`src/rtl/sprfetch_pkg.sv`:
```
package sprfetch_pkg;
  typedef enum logic [2:0] {
    PH_LIST = 3'd0,
    PH_ZOOM = 3'd1,
    PH_YPOS = 3'd2,
    PH_XPOS = 3'd3,
    PH_HOST = 3'd4
  } phase_e;
endpackage

```
`src/rtl/seq_phase_timer.sv`:
```
module seq_phase_timer
  import sprfetch_pkg::*;
#(
  parameter int LIST_CLKS = 4,
  parameter int STEP_CLKS = 3
) (
  input  logic   clk,
  input  logic   rst_n,
  input  logic   restart,
  output phase_e phase,
  output logic   phase_end
);
  localparam int MAXC  = (LIST_CLKS > STEP_CLKS) ? LIST_CLKS : STEP_CLKS;
  localparam int CNT_W = $clog2(MAXC + 1);

  phase_e           phase_q;
  logic [CNT_W-1:0] cnt_q;
  logic [CNT_W-1:0] last_cnt;

  always_comb begin
    if (phase_q == PH_LIST) last_cnt = CNT_W'(LIST_CLKS - 1);
    else                    last_cnt = CNT_W'(STEP_CLKS - 1);
  end

  assign phase     = phase_q;
  assign phase_end = (cnt_q == last_cnt);

  always_ff @(posedge clk) begin
    if (!rst_n) begin
      phase_q <= PH_LIST;
      cnt_q   <= '0;
    end else if (restart) begin
      phase_q <= PH_LIST;
      cnt_q   <= '0;
    end else if (phase_end) begin
      cnt_q <= '0;
      case (phase_q)
        PH_LIST: phase_q <= PH_ZOOM;
        PH_ZOOM: phase_q <= PH_YPOS;
        PH_YPOS: phase_q <= PH_XPOS;
        PH_XPOS: phase_q <= PH_HOST;
        default: phase_q <= PH_LIST;
      endcase
    end else begin
      cnt_q <= cnt_q + 1'b1;
    end
  end

  AST_PHASE_DWELL: assert property (@(posedge clk) disable iff (!rst_n)
    ((phase_q != $past(phase_q)) && !$past(restart)) |-> ($past(cnt_q) == $past(last_cnt)));
endmodule

```
`src/rtl/sprite_attr_capture.sv`:
```
module sprite_attr_capture
  import sprfetch_pkg::*;
#(
  parameter int ADDR_W = 16,
  parameter int DATA_W = 16,
  parameter int NUM_W  = 9,
  parameter int SEQS   = 96,
  parameter int LIST_A = 'h600,
  parameter int LIST_B = 'h680
) (
  input  logic                       clk,
  input  logic                       rst_n,
  input  logic                       line_start,
  input  logic                       builder_bank,
  input  phase_e                     phase,
  input  logic                       phase_end,
  input  logic [DATA_W-1:0]          mem_rdata,
  output logic [ADDR_W-1:0]          list_addr,
  output logic [NUM_W-1:0]           cur_num,
  output logic                       spr_valid,
  output logic [$clog2(SEQS)-1:0]    spr_index,
  output logic [NUM_W-1:0]           spr_num,
  output logic [DATA_W-1:0]          spr_zoom,
  output logic [DATA_W-1:0]          spr_ypos,
  output logic [DATA_W-1:0]          spr_xpos
);
  localparam int IDX_W = $clog2(SEQS);

  logic              active_q;
  logic              bank_q;
  logic [IDX_W-1:0]  idx_q;
  logic [NUM_W-1:0]  num_q;
  logic [DATA_W-1:0] zoom_q, ypos_q, xpos_q;
  logic              take;

  assign take      = active_q && phase_end && !line_start;
  assign cur_num   = num_q;
  assign list_addr = (bank_q ? ADDR_W'(LIST_A) : ADDR_W'(LIST_B)) + ADDR_W'(idx_q);

  always_ff @(posedge clk) begin
    if (!rst_n) begin
      active_q  <= 1'b0;
      bank_q    <= 1'b0;
      idx_q     <= '0;
      num_q     <= '0;
      zoom_q    <= '0;
      ypos_q    <= '0;
      xpos_q    <= '0;
      spr_valid <= 1'b0;
      spr_index <= '0;
      spr_num   <= '0;
      spr_zoom  <= '0;
      spr_ypos  <= '0;
      spr_xpos  <= '0;
    end else begin
      spr_valid <= 1'b0;
      if (line_start) begin
        active_q <= 1'b1;
        bank_q   <= builder_bank;
        idx_q    <= '0;
      end else if (take) begin
        case (phase)
          PH_LIST: num_q  <= mem_rdata[NUM_W-1:0];
          PH_ZOOM: zoom_q <= mem_rdata;
          PH_YPOS: ypos_q <= mem_rdata;
          PH_XPOS: xpos_q <= mem_rdata;
          default: begin
            spr_valid <= 1'b1;
            spr_index <= idx_q;
            spr_num   <= num_q;
            spr_zoom  <= zoom_q;
            spr_ypos  <= ypos_q;
            spr_xpos  <= xpos_q;
            if (idx_q == IDX_W'(SEQS - 1)) begin
              active_q <= 1'b0;
              idx_q    <= '0;
            end else begin
              idx_q <= idx_q + 1'b1;
            end
          end
        endcase
      end
    end
  end

  AST_IDX_BOUND: assert property (@(posedge clk) disable iff (!rst_n)
    active_q |-> (idx_q <= IDX_W'(SEQS - 1)));
  AST_IDLE_NO_PULSE: assert property (@(posedge clk) disable iff (!rst_n)
    (!$past(active_q) && !$past(line_start)) |-> !spr_valid);
endmodule

```
`src/rtl/host_slot_port.sv`:
```
module host_slot_port #(
  parameter int ADDR_W = 16,
  parameter int DATA_W = 16
) (
  input  logic              clk,
  input  logic              rst_n,
  input  logic              host_addr_we,
  input  logic              host_mod_we,
  input  logic              host_data_we,
  input  logic [DATA_W-1:0] host_wdata,
  input  logic              slot_enter,
  input  logic              slot_done,
  input  logic              slot_abort,
  input  logic [DATA_W-1:0] mem_rdata,
  output logic              slot_wr,
  output logic [ADDR_W-1:0] host_addr,
  output logic [DATA_W-1:0] wr_data,
  output logic [DATA_W-1:0] host_rdata,
  output logic              wr_pending
);
  logic [ADDR_W-1:0] addr_q, mod_q;
  logic [DATA_W-1:0] wl_q, q_data;
  logic              pend_q, q_valid;
  logic              slot_wr_q;
  logic              wr_done;
  logic              pend_after;

  assign slot_wr    = slot_wr_q;
  assign host_addr  = addr_q;
  assign wr_data    = wl_q;
  assign wr_pending = pend_q;
  assign wr_done    = slot_done && slot_wr_q;

  always_comb begin
    pend_after = pend_q;
    if (wr_done && !q_valid) pend_after = 1'b0;
  end

  always_ff @(posedge clk) begin
    if (!rst_n) begin
      addr_q     <= '0;
      mod_q      <= '0;
      wl_q       <= '0;
      q_data     <= '0;
      pend_q     <= 1'b0;
      q_valid    <= 1'b0;
      slot_wr_q  <= 1'b0;
      host_rdata <= '0;
    end else begin
      if (slot_abort)      slot_wr_q <= 1'b0;
      else if (slot_enter) slot_wr_q <= pend_q;
      else if (slot_done)  slot_wr_q <= 1'b0;

      if (slot_done && !slot_wr_q) host_rdata <= mem_rdata;

      if (host_addr_we)  addr_q <= host_wdata[ADDR_W-1:0];
      else if (wr_done)  addr_q <= addr_q + mod_q;

      if (host_mod_we) mod_q <= host_wdata[ADDR_W-1:0];

      pend_q <= pend_after;
      if (wr_done && q_valid) begin
        wl_q    <= q_data;
        q_valid <= 1'b0;
      end
      if (host_data_we) begin
        if (pend_after) begin
          q_data  <= host_wdata;
          q_valid <= 1'b1;
        end else begin
          wl_q   <= host_wdata;
          pend_q <= 1'b1;
        end
      end
    end
  end

  AST_ADDR_STEP: assert property (@(posedge clk) disable iff (!rst_n)
    ($past(wr_done) && !$past(host_addr_we)) |-> (addr_q == ADDR_W'($past(addr_q) + $past(mod_q))));
  AST_QUEUE_NEEDS_PEND: assert property (@(posedge clk) disable iff (!rst_n)
    q_valid |-> pend_q);
  AST_WRITE_SETS_PEND: assert property (@(posedge clk) disable iff (!rst_n)
    $past(host_data_we) |-> pend_q);
endmodule

```
`src/rtl/sprite_fetch_seq.sv`:
```
module sprite_fetch_seq
  import sprfetch_pkg::*;
#(
  parameter int ADDR_W        = 16,
  parameter int DATA_W        = 16,
  parameter int NUM_W         = 9,
  parameter int SEQS_PER_LINE = 96,
  parameter int LIST_CLKS     = 4,
  parameter int STEP_CLKS     = 3,
  parameter int ZOOM_BASE     = 'h000,
  parameter int YPOS_BASE     = 'h200,
  parameter int XPOS_BASE     = 'h400,
  parameter int LIST_A        = 'h600,
  parameter int LIST_B        = 'h680
) (
  input  logic                             clk,
  input  logic                             rst_n,
  input  logic                             line_start,
  input  logic                             builder_bank,
  output logic [ADDR_W-1:0]                mem_addr,
  output logic                             mem_we,
  output logic [DATA_W-1:0]                mem_wdata,
  input  logic [DATA_W-1:0]                mem_rdata,
  input  logic                             host_addr_we,
  input  logic                             host_mod_we,
  input  logic                             host_data_we,
  input  logic [DATA_W-1:0]                host_wdata,
  output logic [DATA_W-1:0]                host_rdata,
  output logic                             host_wr_pending,
  output logic                             spr_valid,
  output logic [$clog2(SEQS_PER_LINE)-1:0] spr_index,
  output logic [NUM_W-1:0]                 spr_num,
  output logic [DATA_W-1:0]                spr_zoom,
  output logic [DATA_W-1:0]                spr_ypos,
  output logic [DATA_W-1:0]                spr_xpos
);
  phase_e            phase;
  logic              phase_end;
  logic [ADDR_W-1:0] list_addr, host_addr;
  logic [NUM_W-1:0]  cur_num;
  logic              slot_enter, slot_done, slot_wr;

  assign slot_enter = (phase == PH_XPOS) && phase_end && !line_start;
  assign slot_done  = (phase == PH_HOST) && phase_end && !line_start;

  seq_phase_timer #(.LIST_CLKS(LIST_CLKS), .STEP_CLKS(STEP_CLKS)) u_timer (
    .clk(clk), .rst_n(rst_n), .restart(line_start),
    .phase(phase), .phase_end(phase_end)
  );

  sprite_attr_capture #(
    .ADDR_W(ADDR_W), .DATA_W(DATA_W), .NUM_W(NUM_W), .SEQS(SEQS_PER_LINE),
    .LIST_A(LIST_A), .LIST_B(LIST_B)
  ) u_capture (
    .clk(clk), .rst_n(rst_n), .line_start(line_start), .builder_bank(builder_bank),
    .phase(phase), .phase_end(phase_end), .mem_rdata(mem_rdata),
    .list_addr(list_addr), .cur_num(cur_num),
    .spr_valid(spr_valid), .spr_index(spr_index), .spr_num(spr_num),
    .spr_zoom(spr_zoom), .spr_ypos(spr_ypos), .spr_xpos(spr_xpos)
  );

  host_slot_port #(.ADDR_W(ADDR_W), .DATA_W(DATA_W)) u_host (
    .clk(clk), .rst_n(rst_n),
    .host_addr_we(host_addr_we), .host_mod_we(host_mod_we),
    .host_data_we(host_data_we), .host_wdata(host_wdata),
    .slot_enter(slot_enter), .slot_done(slot_done), .slot_abort(line_start),
    .mem_rdata(mem_rdata),
    .slot_wr(slot_wr), .host_addr(host_addr), .wr_data(mem_wdata),
    .host_rdata(host_rdata), .wr_pending(host_wr_pending)
  );

  always_comb begin
    case (phase)
      PH_LIST: mem_addr = list_addr;
      PH_ZOOM: mem_addr = ADDR_W'(ZOOM_BASE) + ADDR_W'(cur_num);
      PH_YPOS: mem_addr = ADDR_W'(YPOS_BASE) + ADDR_W'(cur_num);
      PH_XPOS: mem_addr = ADDR_W'(XPOS_BASE) + ADDR_W'(cur_num);
      default: mem_addr = host_addr;
    endcase
  end

  assign mem_we = slot_wr && (phase == PH_HOST);

  AST_WE_IN_HOST_SLOT: assert property (@(posedge clk) disable iff (!rst_n)
    mem_we |-> (phase == PH_HOST));
  AST_VALID_PULSE: assert property (@(posedge clk) disable iff (!rst_n)
    spr_valid |=> !spr_valid);
  AST_VALID_AFTER_HOST: assert property (@(posedge clk) disable iff (!rst_n)
    spr_valid |-> ($past(phase) == PH_HOST));
endmodule

```
`config.mk`:
```
export PLATFORM = sky130hd
export DESIGN_NAME = sprite_fetch_seq
export DESIGN_NICKNAME = d
export VERILOG_FILES = /design/src/rtl/sprfetch_pkg.sv /design/src/rtl/seq_phase_timer.sv /design/src/rtl/sprite_attr_capture.sv /design/src/rtl/host_slot_port.sv /design/src/rtl/sprite_fetch_seq.sv
export SDC_FILE = /design/constraint.sdc
export NUM_CORES = 1
export LEC_CHECK = 0
export ABC_AREA = 1
export BUFFER_PORTS_ARGS = -buffer_cell sky130_fd_sc_hd__clkbuf_2
export CORE_ASPECT_RATIO = 1.75
export CORE_MARGIN = 2
export CORE_UTILIZATION = 57
export DETAILED_ROUTE_END_ITERATION = 6
export PLACE_DENSITY = 0.8
export REMOVE_ABC_BUFFERS = 1
export SLEW_MARGIN = 20
export SYNTH_ARGS = -nofsm -noshare
export SYNTH_HDL_FRONTEND = slang
export SYNTH_SLANG_ARGS = --single-unit
export TNS_END_PERCENT = 20
```
`constraint.sdc`:
```
create_clock -name clk -period 2 [get_ports clk]
set_clock_uncertainty 0.1 [all_clocks]
set_input_delay 0.5 -clock clk [delete_from_list [all_inputs] [get_ports clk]]
set_output_delay 0.5 -clock clk [all_outputs]
set_load 0.01 [all_outputs]
```
### Word level (Yosys, flattened, before mapping)

Cells that the tools add are included.

| word-level totals | value |
|---|---|
| register bits after elaboration | 220 |
| bits in latches | 0 |
| bits in writable memories | 0 |
| bits in read-only memories | 0 |
| input port bits | 39 |
| memories | 0 |

| cells by class | value |
|---|---|
| add/sub/neg operators | 6 |
| $mul | 0 |
| divide/modulo/power cells | 0 |
| magnitude comparators | 0 |
| equality and inequality tests | 7 |
| shifts and indexed selects | 0 |
| muxes and demuxes | 22 |
| bitwise logic cells | 4 |
| reductions and logical operators | 31 |

Operators with widths:

| cell | number |
|---|---|
| $mux W16 | 5 |
| $pmux W16 S4 | 1 |
| $reduce_and A3 Y1 | 6 |
| $add A16 B16 Y16 | 1 |
| $add A16 B7 Y16 | 1 |
| $mux W1 | 13 |
| $add A11 B9 Y12 const A | 1 |
| $pmux W3 S4 | 1 |
| $add A10 B9 Y11 const A | 1 |
| $logic_and A1 B1 Y1 | 11 |
| $mux W8 | 1 |
| $reduce_bool A2 Y1 | 4 |
| $add A7 B1 Y7 const B | 1 |
| $eq A7 B7 Y1 const B | 1 |
| $mux W7 | 1 |
| $eq A3 B2 Y1 const B | 2 |
| $reduce_or A3 Y1 | 2 |
| $not A1 Y1 | 4 |
| $reduce_and A2 Y1 | 2 |
| $reduce_or A4 Y1 | 1 |
| $add A3 B1 Y3 const B | 1 |
| $eq A3 B1 Y1 const B | 1 |
| $eq A3 B2 Y1 | 1 |
| $eq A3 B3 Y1 const B | 1 |
| other kinds (4) | 6 |

### Logic depth before layout (Yosys ltp)

Gate-level depths: netlist (run 1).

| depth | value |
|---|---|
| depth after elaboration | 10 |
| depth in mapped cells | 12 |
| mapped depth without buffers | 12 |

### Hierarchy

A second synthesis (run 1) with hierarchy kept.

| second synthesis, totals | value |
|---|---|
| cells, all modules | 1,307 |
| area, all modules | 9,584.2 um^2 |

Modules (own cells, without submodules):

| module | times used | cells an instance | area each (um^2) |
|---|---|---|---|
| sprite_attr_capture | 1 | 608 | 4,794.6 |
| host_slot_port | 1 | 580 | 4,095.2 |
| sprite_fetch_seq | 1 | 75 | 394.1 |
| seq_phase_timer | 1 | 44 | 300.3 |

### Worst setup path before layout (run 1)

OpenSTA, ideal clock, no wires.

| path | value |
|---|---|
| path kind | flip-flop to flip-flop |
| start point | reg u_timer.phase_q[2], in the netlist u_timer.phase[2] |
| end point | reg u_capture.zoom_q[6] |
| arrival time | 1.642 ns |
| slack | 0.126 ns |
| cell stages (with the launch flop) | 11 |
| path buffers | 2 |
| cell sequence | dfxtp_1 > buf_2 > inv_2 > nand2_2 > nand2_1 > nand3_2 > nor3b_4 > nand2_1 > buf_2 > nand2_1 > a21oi_1 |

| between the ends | value |
|---|---|
| cells in the longest elaborated chain, start to end | 6 |
| elaborated cells on any way between the ends | 7 |
| those cells by class | eq/ne: 2; mux: 1; reduce/logical: 4 |

RTL lines:

| element | RTL line | text |
|---|---|---|
| start, declared | seq_phase_timer.sv:16 | `phase_e phase_q;` |
| start signal, assigned | seq_phase_timer.sv:30 | `phase_q <= PH_LIST;` |
| start signal, assigned | seq_phase_timer.sv:33 | `phase_q <= PH_LIST;` |
| start signal, assigned | seq_phase_timer.sv:38 | `PH_LIST: phase_q <= PH_ZOOM;` |
| $logic_not A3 Y1 | seq_phase_timer.sv:21 | `if (phase_q == PH_LIST) last_cnt = CNT_W'(LIST_CLKS - 1);` |
| $mux W1 | seq_phase_timer.sv:21 |  |
| $eq A3 B2 Y1 | seq_phase_timer.sv:26 | `assign phase_end = (cnt_q == last_cnt);` |
| $logic_and A1 B1 Y1 (2 in a row) | sprite_attr_capture.sv:36 | `assign take = active_q && phase_end && !line_start;` |
| $reduce_and A3 Y1 (no source line) (*) | -- |  |
| end signal, assigned | sprite_attr_capture.sv:64 | `PH_ZOOM: zoom_q <= mem_rdata;` |
| end, declared | sprite_attr_capture.sv:33 | `logic [DATA_W-1:0] zoom_q, ypos_q, xpos_q;` |

Every way passes the cells marked *; elsewhere a longest branch is shown, timed or not.
A chain may end at the register's enable or synchronous reset.

### Worst setup path after layout (run 1)

| path | value |
|---|---|
| start point | reg u_timer.phase_q[0], in the netlist u_timer.phase[0] |
| end point | reg u_capture.num_q[7], in the netlist u_capture.cur_num[7] |

| between the ends | value |
|---|---|
| cells in the longest elaborated chain, start to end | 6 |

RTL lines:

| element | RTL line | text |
|---|---|---|
| $logic_not A3 Y1 (*) | seq_phase_timer.sv:21, sprite_attr_capture.sv:62 |  |
| $mux W1 | seq_phase_timer.sv:21 |  |
| $eq A3 B2 Y1 | seq_phase_timer.sv:26 |  |
| $logic_and A1 B1 Y1 (2 in a row) | sprite_attr_capture.sv:36 |  |
| $reduce_and A3 Y1 (no source line) (*) | -- |  |
| end signal, assigned | sprite_attr_capture.sv:63 | `PH_LIST: num_q <= mem_rdata[NUM_W-1:0];` |
| end, declared | sprite_attr_capture.sv:32 | `logic [NUM_W-1:0] num_q;` |

Marked as above.

==> out/metrics.cfg, run 1 <==
[power]
p_leak_nw = 5.49
intPower_mw = 7.08
power.switching_mw = 2.20
netSwitchingFraction_pct = 23.7
pwr-share-seq_pct = 48.8
combinationalPowerShare_pct = 7.5
ir_worst_vdd_uv = 737
finalPower_mw = 9.28
pwr-share-clk_pct = 43.7
p_per_area_nw_per_um2 = 737

[finish]
fin_nets = 1610
drive_gt1_share_pct = 24.6
fin_util_pct = 75.0
antenna_cells = 0
area_growth_pct = 30.4

[detailed_routing]
ant_nets = 0
route.detailed.wl_per_inst_um = 17.8
firstDrtPassIters = 7
drt_iter0_drc = 666
num_vias = 10206
via_per_inst = 5.69
route.detailed.drc = 0
drt_wl_total_mm = 32.0

[clocking]
root_buffer = clkbuf_16
clockBufferDepth = 3
holdBufCountCts = 0
htree_num_levels = 1
numCtsBuffers = 20
insertion_delay_ps = 500
cts_tree = done
clk_pin_slew_worst_paths_ps = 70
clock_sinks = 220

[setup_path]
worstPathCellList = buf_6, inv_8, nand2_8, nor2_4, buf_6, nand2_4, nand3_4, nor3b_4, buf_4, buf_12, clkbuf_16, nand3_1, a21oi_1
cp_slowest_stage_delay_ps = 360
cp-end-kind = register
cp.arrival_ps = 2510
crit_fanout = 14
worstPathRequired_ps = 2300
critPathLaunchType = register
cpMostUsedCell = buf_6
path_class = reg -> reg
slowest_stage = dfxtp_2

[yosys]
synthAdderAreaFrac_pct = 2.41
ys_seq_elements = 220
syn_area_per_cell_um2 = 7.03
async_flop_share_pct = 0
synth-seq-area-share_pct = 45.6
ys_types = 33
synth_flop_cell = dfxtp_1
synth_xor_area_share_pct = 0.907
mappedNetlistArea_um2 = 9650
synth_top_family_by_area = simple AND/OR/NAND/NOR gates
synthTopCellsByArea = dfxtp_1 46%, nand2_1 14%, nand3_1 8.6%, a21oi_1 8.3%, nor2_1 6.2%
yosysTopAreaCell = dfxtp_1
synthSimpleGateAreaFrac_pct = 30.4
synth_top_area_share_pct = 45.6
synth-edff-count = 0
synth_compound_area_share_pct = 12.1
yosysWarnings = 0
muxShareOfSynthArea_pct = 0
postSynthCellCount = 1373

[sta]
setup_viol = 123
finalCriticalPeriod_ps = 2210
rsz0062_at_grt = yes
worst_slack_ps = -211
fin_setup_tns_ps = -10870
hold_violations = 0
finalMaxSlewViolations = 0
worst_pin_slew_ps = 577
fmax_mhz = 452
layout_worst_path_cycle_share_pct = 111
max_slew_margin_pct = 61.5

[worst_hold_path]
hp-class = in -> reg

[global_route]
grt.total_usage_pct = 29.4
grt_max_degree = 123
first_global_vias = 8990
grt_pass1_wl_mm = 42.6
antenna_found_initial = 0
grt_remaining_overflow = 0

[placement]
port_buffers = 153
place_congestion = 0.928
hpwl_mm = 18.8

[die]
die_y_um = 176
core_area_um2 = 16800
num_rows = 63
fp.dieW_um = 102
fp.dieArea_um2 = 18000
initial_core_util_pct = 57.5
io_pins = 154

[outcome]
status = finished with violations
violations = setup timing

[run]
max_cap_violations = 0

==> Yosys cell counts (4+ instances only) <==
library cell / instances
a21oi_1: 161
a31oi_1: 4
buf_2: 14
buf_6: 10
clkbuf_1: 55
dfxtp_1: 220
ha_1: 17
inv_1: 110
inv_2: 4
nand2_1: 351
nand3_1: 166
nand4_1: 11
nor2_1: 160
nor3_1: 5
o21ai_0: 47
o221ai_1: 4
o22ai_1: 4
xnor2_1: 7
==> power by group through the flow <==
stage	logic, mW	registers, mW	clock network (mW)
6_report	0.695	4.53	4.05
5_1_grt	0.777	4.54	4.25
3_5_place_dp	0.660	4.63	0
4_1_cts	0.672	4.53	4.04
3_3_place_gp	0.648	4.63	0
2_1_floorplan	0.361	4.63	0
==> timing repair <==
action	in CTS	in global routing
resized for setup	42	145
pin swaps	11	8
endpoints found under the setup margin	30	201
gates cloned	0	9
setup buffers	5	12
==> final cells by class <==
type | count | area [um2]
repair buffers | 239 | 1820
clock inverters | 9 | 100
well taps | 227 | 284
flip-flops and latches | 220 | 4410
fillers | 1237 | 4200
inverters | 115 | 442
clock buffers | 27 | 598
multi-input cells | 957 | 4940
==> stage by stage <==
| step | hold WS [ps] | instances | area, um2 | worst slack (ps) |
|---|---|---|---|---|
| after detailed placement | 353 | 1732 | 10900 | 14.2 |
| after floorplan | 330 | 1292 | 9260 | -4380 |
| after global routing | 177 | 1794 | 12600 | -237 |
| after CTS | 144 | 1773 | 11800 | -171 |
| after global placement | 348 | 1732 | 10900 | 91.6 |
| final | 167 | 1794 | 12600 | -211 |
==> final timing paths <==
kind / from / endpoint / slack (ps) / depth (start not counted)
min reg2reg: u_capture.xpos_q[1]$_SDFFE_PN0P_ / u_capture.xpos_q[1]$_SDFFE_PN0P_ / 360 / 2
min: host_data_we / u_host.wr_pending$_SDFF_PN0_ / 170 / 3
max: u_timer.phase[0]$_SDFFE_PP0N_ / u_capture.cur_num[7]$_SDFFE_PN0P_ / -210 / 13
max reg2reg: u_timer.phase[0]$_SDFFE_PP0N_ / u_capture.cur_num[7]$_SDFFE_PN0P_ / -210 / 13
==> cells in the final DEF (no fill, tap or decap), types with 24 or more instances in the layout <==
cell type and count:
nand2_1 304, dfxtp_1 217, nor2_1 155, nand3_1 154, clkbuf_2 141, a21oi_1 137
inv_1 110, buf_4 52, o21ai_0 46, clkbuf_16 30, nand2_2 28, a21oi_2 24
==> routing by layer <==
metal  track usage (%)  vias to the layer above  share of wire, %
li1                  -                     4809                 -
met1              31.8                     4691                33
met2              54.9                      538                52
met3              3.33                      168               7.5
met4              14.2                        0               8.0
met5                 0                        -                 0
==> critical path: cells and delay by family (launching register included) <==
family / cells / cell delay, ps
compound gates: 1 / 220
flops: 1 / 360
simple gates: 6 / 620
buf+inv: 6 / 810
==> logic make-up after synthesis <==
kind of cell             count (synthesis)
AND/OR/NAND/NOR                        704
flip-flops                             220
adder cells (fa/ha/maj)                 18
XOR/XNOR                                10
buffers and inverters                  196
AO/OA/AOI/OAI                          225
No activity file was read; power rests on OpenSTA's default activity.
==> run 2: changes to the inputs <==
CORE_ASPECT_RATIO = default   (was 1.75)
CTS_CLUSTER_SIZE = 40   (was default)
==> run 2 against run 1 <==
The run still ends with setup timing left; die area is 0.23% lower; via count is 0.64% lower; routed wire length is 5.6% lower; core utilization is 1.6 points lower; hold slack worse by 30 ps; critical endpoint is now mem_addr[3].
==> out/metrics.cfg, run 2 (synthesized netlist as in run 1, its figures left out) <==
[outcome]
status = finished with violations  ; unchanged
violations = setup timing  ; unchanged

[setup_path]
cp_slowest_stage_delay_ps = 370  ; was 360 ps
cp.arrival_ps = 1730  ; was 2510 ps
reg2reg_depth = 10  ; was 13
worstPathCellList = nor2_4, nand2_2, buf_6, o211ai_1, buf_2  ; was buf_6, inv_8, nand2_8, nor2_4, buf_6, nand2_4, nand3_4, nor3b_4, buf_4, buf_12, clkbuf_16, nand3_1, a21oi_1
slowest_stage = dfxtp_4  ; was dfxtp_2
r2r_setup_slack_ps = -180  ; was -210 ps
r2r-start = u_timer.phase[0]$_SDFFE_PP0N_  ; unchanged
worstPathRequired_ps = 1400  ; was 2300 ps
reg2reg_to = u_capture.spr_zoom[2]$_SDFFE_PN0P_  ; was u_capture.cur_num[7]$_SDFFE_PN0P_
path_class = reg -> out  ; was reg -> reg
crit_fanout = 6  ; was 14
critPathLaunchType = register  ; unchanged
cp-end-kind = primary output  ; was register

[placement]
port_buffers = 153  ; unchanged
place_congestion = 0.932  ; was 0.928
placed_cell_area_um2 = 10700  ; was 10900 um2
hpwl_mm = 17.5  ; was 18.8 mm

[global_route]
grt_max_degree = 75  ; was 123
grt_pass1_wl_mm = 43.2  ; was 42.6 mm
grt.total_usage_pct = 29.1  ; was 29.4%
antenna_found_initial = 0  ; unchanged
first_global_vias = 8968  ; was 8990
grt_remaining_overflow = 0  ; unchanged

[finish]
layout_commonest_cell = nand2_1  ; unchanged
drive_gt1_share_pct = 20.7  ; was 24.6%
area_growth_pct = 26.1  ; was 30.4%
nFillCells = 1255  ; was 1237
fin_nets = 1595  ; was 1610
fin_util_pct = 73.4  ; was 75.0%
final_area_um2 = 12200  ; was 12600 um2
final_cell_mix = 334 x nand2_1, 216 x dfxtp_1, 159 x nand3_1, 154 x nor2_1, 151 x a21oi_1  ; was 304 x nand2_1, 217 x dfxtp_1, 155 x nor2_1, 154 x nand3_1, 141 x clkbuf_2
antenna_cells = 0  ; unchanged

[die]
fp.dieArea_um2 = 18000  ; about the same
die_y_um = 134  ; was 176 um
num_rows = 47  ; was 63
io_pins = 154  ; unchanged
fp.dieW_um = 134  ; was 102 um
initial_core_util_pct = 58.2  ; was 57.5%
core_area_um2 = 16600  ; was 16800 um2

[clocking]
clockBufferDepth = 3  ; unchanged
holdBufCountCts = 0  ; unchanged
clock_sinks = 220  ; unchanged
clk_pin_slew_worst_paths_ps = 60  ; was 70 ps
cts_tree = done  ; unchanged
numCtsBuffers = 23  ; was 20
insertion_delay_ps = 520  ; was 500 ps
htree_num_levels = 1  ; unchanged
root_buffer = clkbuf_16  ; unchanged

[sta]
setup_viol = 117  ; was 123
finalMaxSlewViolations = 0  ; unchanged
worst_pin_slew_ps = 503  ; was 577 ps
finalCriticalPeriod_ps = 2330  ; was 2210 ps
max_slew_margin_pct = 66.3  ; was 61.5%
layout_worst_path_cycle_share_pct = 116  ; was 111%
hold_violations = 0  ; unchanged
fin_setup_tns_ps = -10320  ; was -10870 ps
rsz0062_at_grt = yes  ; unchanged
worst_slack_ps = -326  ; was -211 ps
fmax_mhz = 430  ; was 452 MHz

[power]
ir_worst_vdd_uv = 589  ; was 737 uV
p_leak_nw = 5.37  ; was 5.49 nW
p_per_area_nw_per_um2 = 764  ; was 737 nW/um2

[detailed_routing]
drt_wl_total_mm = 30.2  ; was 32.0 mm
drt_iter0_drc = 1125  ; was 666
firstDrtPassIters = 6  ; was 7
route.detailed.wl_per_inst_um = 17.1  ; was 17.8 um
num_vias = 10141  ; was 10.2k
via_per_inst = 5.74  ; was 5.69
route.detailed.drc = 0  ; unchanged
ant_nets = 0  ; unchanged

[worst_hold_path]
hp-class = in -> reg  ; unchanged
min-delay-start = builder_bank  ; was host_data_we
whs_path_depth = 3  ; unchanged
hold_path_end = u_capture.bank_q$_SDFFE_PN0P_  ; was u_host.wr_pending$_SDFF_PN0_

[run]
max_cap_violations = 0  ; unchanged

[run 2: changes by cell type in the layout (fill, tap and decap cells not counted), sizes merged]
cell      change
buf          -23
bufinv        -1
clkbuf        +6
clkinvlp      -1
[run 2: worst max path at each step]
stage               slack (ps)                                 end                     startpoint  depth (start not counted)
floorplan                -4380    u_capture.ypos_q[0]$_SDFFE_PN0P_  u_timer.phase[2]$_SDFFE_PP0N_                          7
global placement           110  u_capture.spr_zoom[5]$_SDFFE_PN0P_  u_timer.phase[0]$_SDFFE_PP0N_                          9
detailed placement          40  u_capture.spr_zoom[6]$_SDFFE_PN0P_  u_timer.phase[0]$_SDFFE_PP0N_                          9
CTS                       -230                        mem_addr[10]  u_timer.phase[1]$_SDFFE_PP0N_                          7
global route              -370                         mem_addr[3]  u_timer.phase[0]$_SDFFE_PP0N_                          5
finish                    -330                         mem_addr[3]  u_timer.phase[0]$_SDFFE_PP0N_                          5
[run 2: report_power, final]
part	total, mW	internal (mW)	switching [mW]
Sequential	4.53	4.47	0.0569
Clock	4.08	2.36	1.73
Combinational	0.685	0.233	0.451
Total	9.30	7.06	2.24
[run 2: cell type report]
| class | instances | area, um2 | area share (%) |
|---|---|---|---|
| Timing Repair Buffer | 221 | 1670 | 13.7 |
| Multi-Input combinational cell | 957 | 4670 | 38.4 |
| Tap cell | 220 | 275 | 2.26 |
| Sequential cell | 220 | 4420 | 36.3 |
| Inverter | 115 | 438 | 3.60 |
| Clock buffer | 28 | 634 | 5.21 |
| Clock inverter | 7 | 67.6 | 0.555 |
[run 2: routing by layer]
layer	share of wire, %	vias to the layer above	GRT usage, %
li1	-	4778	-
met1	40	4706	38.2
met2	47	553	49.3
met3	8.3	104	3.59
met4	3.9	0	10.8
met5	0	-	0
[run 2: timing repair]
item | in CTS | in global routing
gates resized for setup | 20 | 97
pin swaps | 2 | 35
endpoints found under the setup margin | 19 | 126
cloned | 0 | 12
buffers inserted | 3 | 10
[run 2: critical path, delay by kind of cell, from the launching register on]
kind | cells | cell delay, ps
AO/OA/AOI/OAI | 1 | 260
flip-flops | 1 | 370
AND/OR/NAND/NOR | 2 | 240
buffers and inverters | 2 | 340
[run 2: through the flow]
step	std cells	power [mW]	worst slack, ps	hold slack (ps)
floorplan	1292	4.99	-4380	330
CTS	1746	9.28	-233	115
global route	1768	9.55	-368	173
global placement	1708	5.25	110	349
finish	1768	9.30	-326	138
detailed placement	1708	5.27	38.9	352
==> run 3: changes to the inputs <==
CORE_UTILIZATION = 55   (was 57)
PLACE_DENSITY = 0.78   (was 0.8)
REMOVE_ABC_BUFFERS = default   (was 1)
==> run 3 against run 2 <==
The run still ends with setup timing left; count of clock-buffer cells in the layout is 3 higher; register-to-register slack got worse by 70 ps; clock power is 7.6% higher; non-clock buffer count up 17; core utilization increased by 1.0 points; maximum frequency is 0.68% higher; sequential share of layout area is 1.9 points lower; flip-flop and latch count stayed put; design area grew 5.4%; power increased by 3.6%; hold slack improved by 13 ps.
==> out/metrics.cfg, run 3 (synthesized netlist as in run 1, its figures left out) <==
[die]
fp.dieArea_um2 = 18600  ; was 18000 um2
die_y_um = 136  ; was 134 um
core_area_um2 = 17200  ; was 16600 um2
num_rows = 48  ; was 47
initial_core_util_pct = 56.0  ; was 58.2%
fp.dieW_um = 136  ; was 134 um
io_pins = 154  ; unchanged

[sta]
finalCriticalPeriod_ps = 2310  ; was 2330 ps
fmax_mhz = 433  ; was 430 MHz
layout_worst_path_cycle_share_pct = 115  ; was 116%
worst_slack_ps = -310  ; was -326 ps
fin_setup_tns_ps = -22950  ; was -10320 ps
hold_violations = 0  ; unchanged
setup_viol = 146  ; was 117
worst_pin_slew_ps = 684  ; was 503 ps
rsz0062_at_grt = yes  ; unchanged
max_slew_margin_pct = 54.3  ; was 66.3%
finalMaxSlewViolations = 0  ; unchanged
fin_hold_ws_ps = 150  ; was 138 ps

[detailed_routing]
route.detailed.drc = 0  ; unchanged
num_vias = 10446  ; was 10.1k
drt_iter0_drc = 1105  ; was 1125
ant_nets = 0  ; unchanged
via_per_inst = 5.81  ; was 5.74
drt_wl_total_mm = 32.6  ; was 30.2 mm
route.detailed.wl_per_inst_um = 18.1  ; was 17.1 um
firstDrtPassIters = 6  ; unchanged

[setup_path]
worstPathCellList = nor2_4, nand2_2, buf_6, o211ai_1, buf_2  ; unchanged
cp_num_buf_inv = 2  ; unchanged
slowest_stage = dfxtp_4  ; unchanged
cp.arrival_ps = 1710  ; was 1730 ps
crit_family = flip-flops  ; unchanged
worstPathRequired_ps = 1400  ; about the same
crit_fanout = 6  ; unchanged
cp-end-kind = primary output  ; unchanged
critPathLaunchType = register  ; unchanged
path_class = reg -> out  ; unchanged
cp_slowest_stage_delay_ps = 370  ; about the same

[clocking]
htree_num_levels = 1  ; unchanged
clockBufferDepth = 3  ; unchanged
clk_pin_slew_worst_paths_ps = 60  ; about the same
clock_sinks = 220  ; unchanged
numCtsBuffers = 23  ; unchanged
root_buffer = clkbuf_16  ; unchanged
insertion_delay_ps = 530  ; was 520 ps
holdBufCountCts = 0  ; unchanged
cts_tree = done  ; unchanged

[finish]
final_area_um2 = 12800  ; was 12200 um2
fin_util_pct = 74.4  ; was 73.4%
antenna_cells = 0  ; unchanged
nFillCells = 1184  ; was 1255
final_cell_mix = 317 x nand2_1, 217 x dfxtp_1, 152 x nor2_1, 145 x nand3_1, 141 x clkbuf_2  ; was 334 x nand2_1, 216 x dfxtp_1, 159 x nand3_1, 154 x nor2_1, 151 x a21oi_1
area_growth_pct = 32.9  ; was 26.1%
drive_gt1_share_pct = 25.0  ; was 20.7%
fin_nets = 1613  ; was 1595
layout_commonest_cell = nand2_1  ; unchanged

[worst_hold_path]
hp-class = in -> reg  ; unchanged

[power]
p_leak_nw = 5.57  ; was 5.37 nW
ir_worst_vdd_uv = 684  ; was 589 uV
p_per_area_nw_per_um2 = 751  ; was 764 nW/um2
finalPower_mw = 9.63  ; was 9.30 mW

[placement]
placed_cell_area_um2 = 10800  ; was 10700 um2
place_congestion = 0.938  ; was 0.932
hpwl_mm = 18.7  ; was 17.5 mm
port_buffers = 153  ; unchanged

[global_route]
grt.total_usage_pct = 29.1  ; about the same
antenna_found_initial = 0  ; unchanged
grt_max_degree = 110  ; was 75
first_global_vias = 8928  ; was 8968
grt_remaining_overflow = 0  ; unchanged
grt_pass1_wl_mm = 43.6  ; was 43.2 mm

[outcome]
violations = setup timing  ; unchanged
status = finished with violations  ; unchanged

[run]
max_cap_violations = 0  ; unchanged

[yosys]
synthesis.nets = 1430

-- run 3: worst paths after layout --
check	start	to	slack [ps]	cells past startpoint
max	u_timer.phase[0]$_SDFFE_PP0N_	mem_addr[4]	-310	5
min	host_wdata[8]	u_host.q_data[8]$_SDFFE_PN0P_	150	3
max reg2reg	u_timer.phase[0]$_SDFFE_PP0N_	u_capture.xpos_q[9]$_SDFFE_PN0P_	-250	13
min reg2reg	u_capture.spr_ypos[4]$_SDFFE_PN0P_	u_capture.spr_ypos[4]$_SDFFE_PN0P_	360	2
-- run 3: final cells by class --
class	count	area [um2]	area share [%]
clock inverters	11	129	1.00
flip-flops and latches	220	4420	34.4
repair buffers	238	1910	14.9
inverters	115	439	3.42
clock buffers	31	646	5.03
multi-input cells	958	5010	39.0
well taps	225	282	2.19
-- run 3: report_power, final --
part | leakage [nW] | internal (mW) | switching, mW
Sequential | 1.79 | 4.47 | 0.0630
Clock | 0.379 | 2.55 | 1.84
Combinational | 3.40 | 0.235 | 0.474
-- run 3: stage by stage --
step | setup WS, ps | instances
3_5_place_dp | 67.9 | 1718
2_1_floorplan | 126 | 1373
5_1_grt | -309 | 1798
3_3_place_gp | 133 | 1718
4_1_cts | -184 | 1765
6_report | -310 | 1798
-- run 3: worst min-delay path, delay by kind of cell --
family	cells	cell delay, ps
AND/OR/NAND/NOR	2	130
buffers and inverters	1	110
-- run 3: timing repair --
| action | 4_1_cts | 5_1_grt |
|---|---|---|
| endpoints found under the setup margin | 17 | 184 |
| pin swaps | 6 | 37 |
| buffers inserted | 5 | 13 |
| resized for setup | 28 | 158 |
| endpoints found under the hold margin | 0 | 0 |
| gates cloned | 0 | 20 |
-- run 3: per-layer routing --
| layer | up-vias | GRT usage, % | routed length [um] |
|---|---|---|---|
| met5 | - | 0 | 0 |
| met4 | 0 | 10.9 | 1510 |
| met3 | 141 | 4.78 | 2930 |
| met2 | 610 | 46.3 | 15200 |
| met1 | 4868 | 39.9 | 12900 |
| li1 | 4827 | - | - |
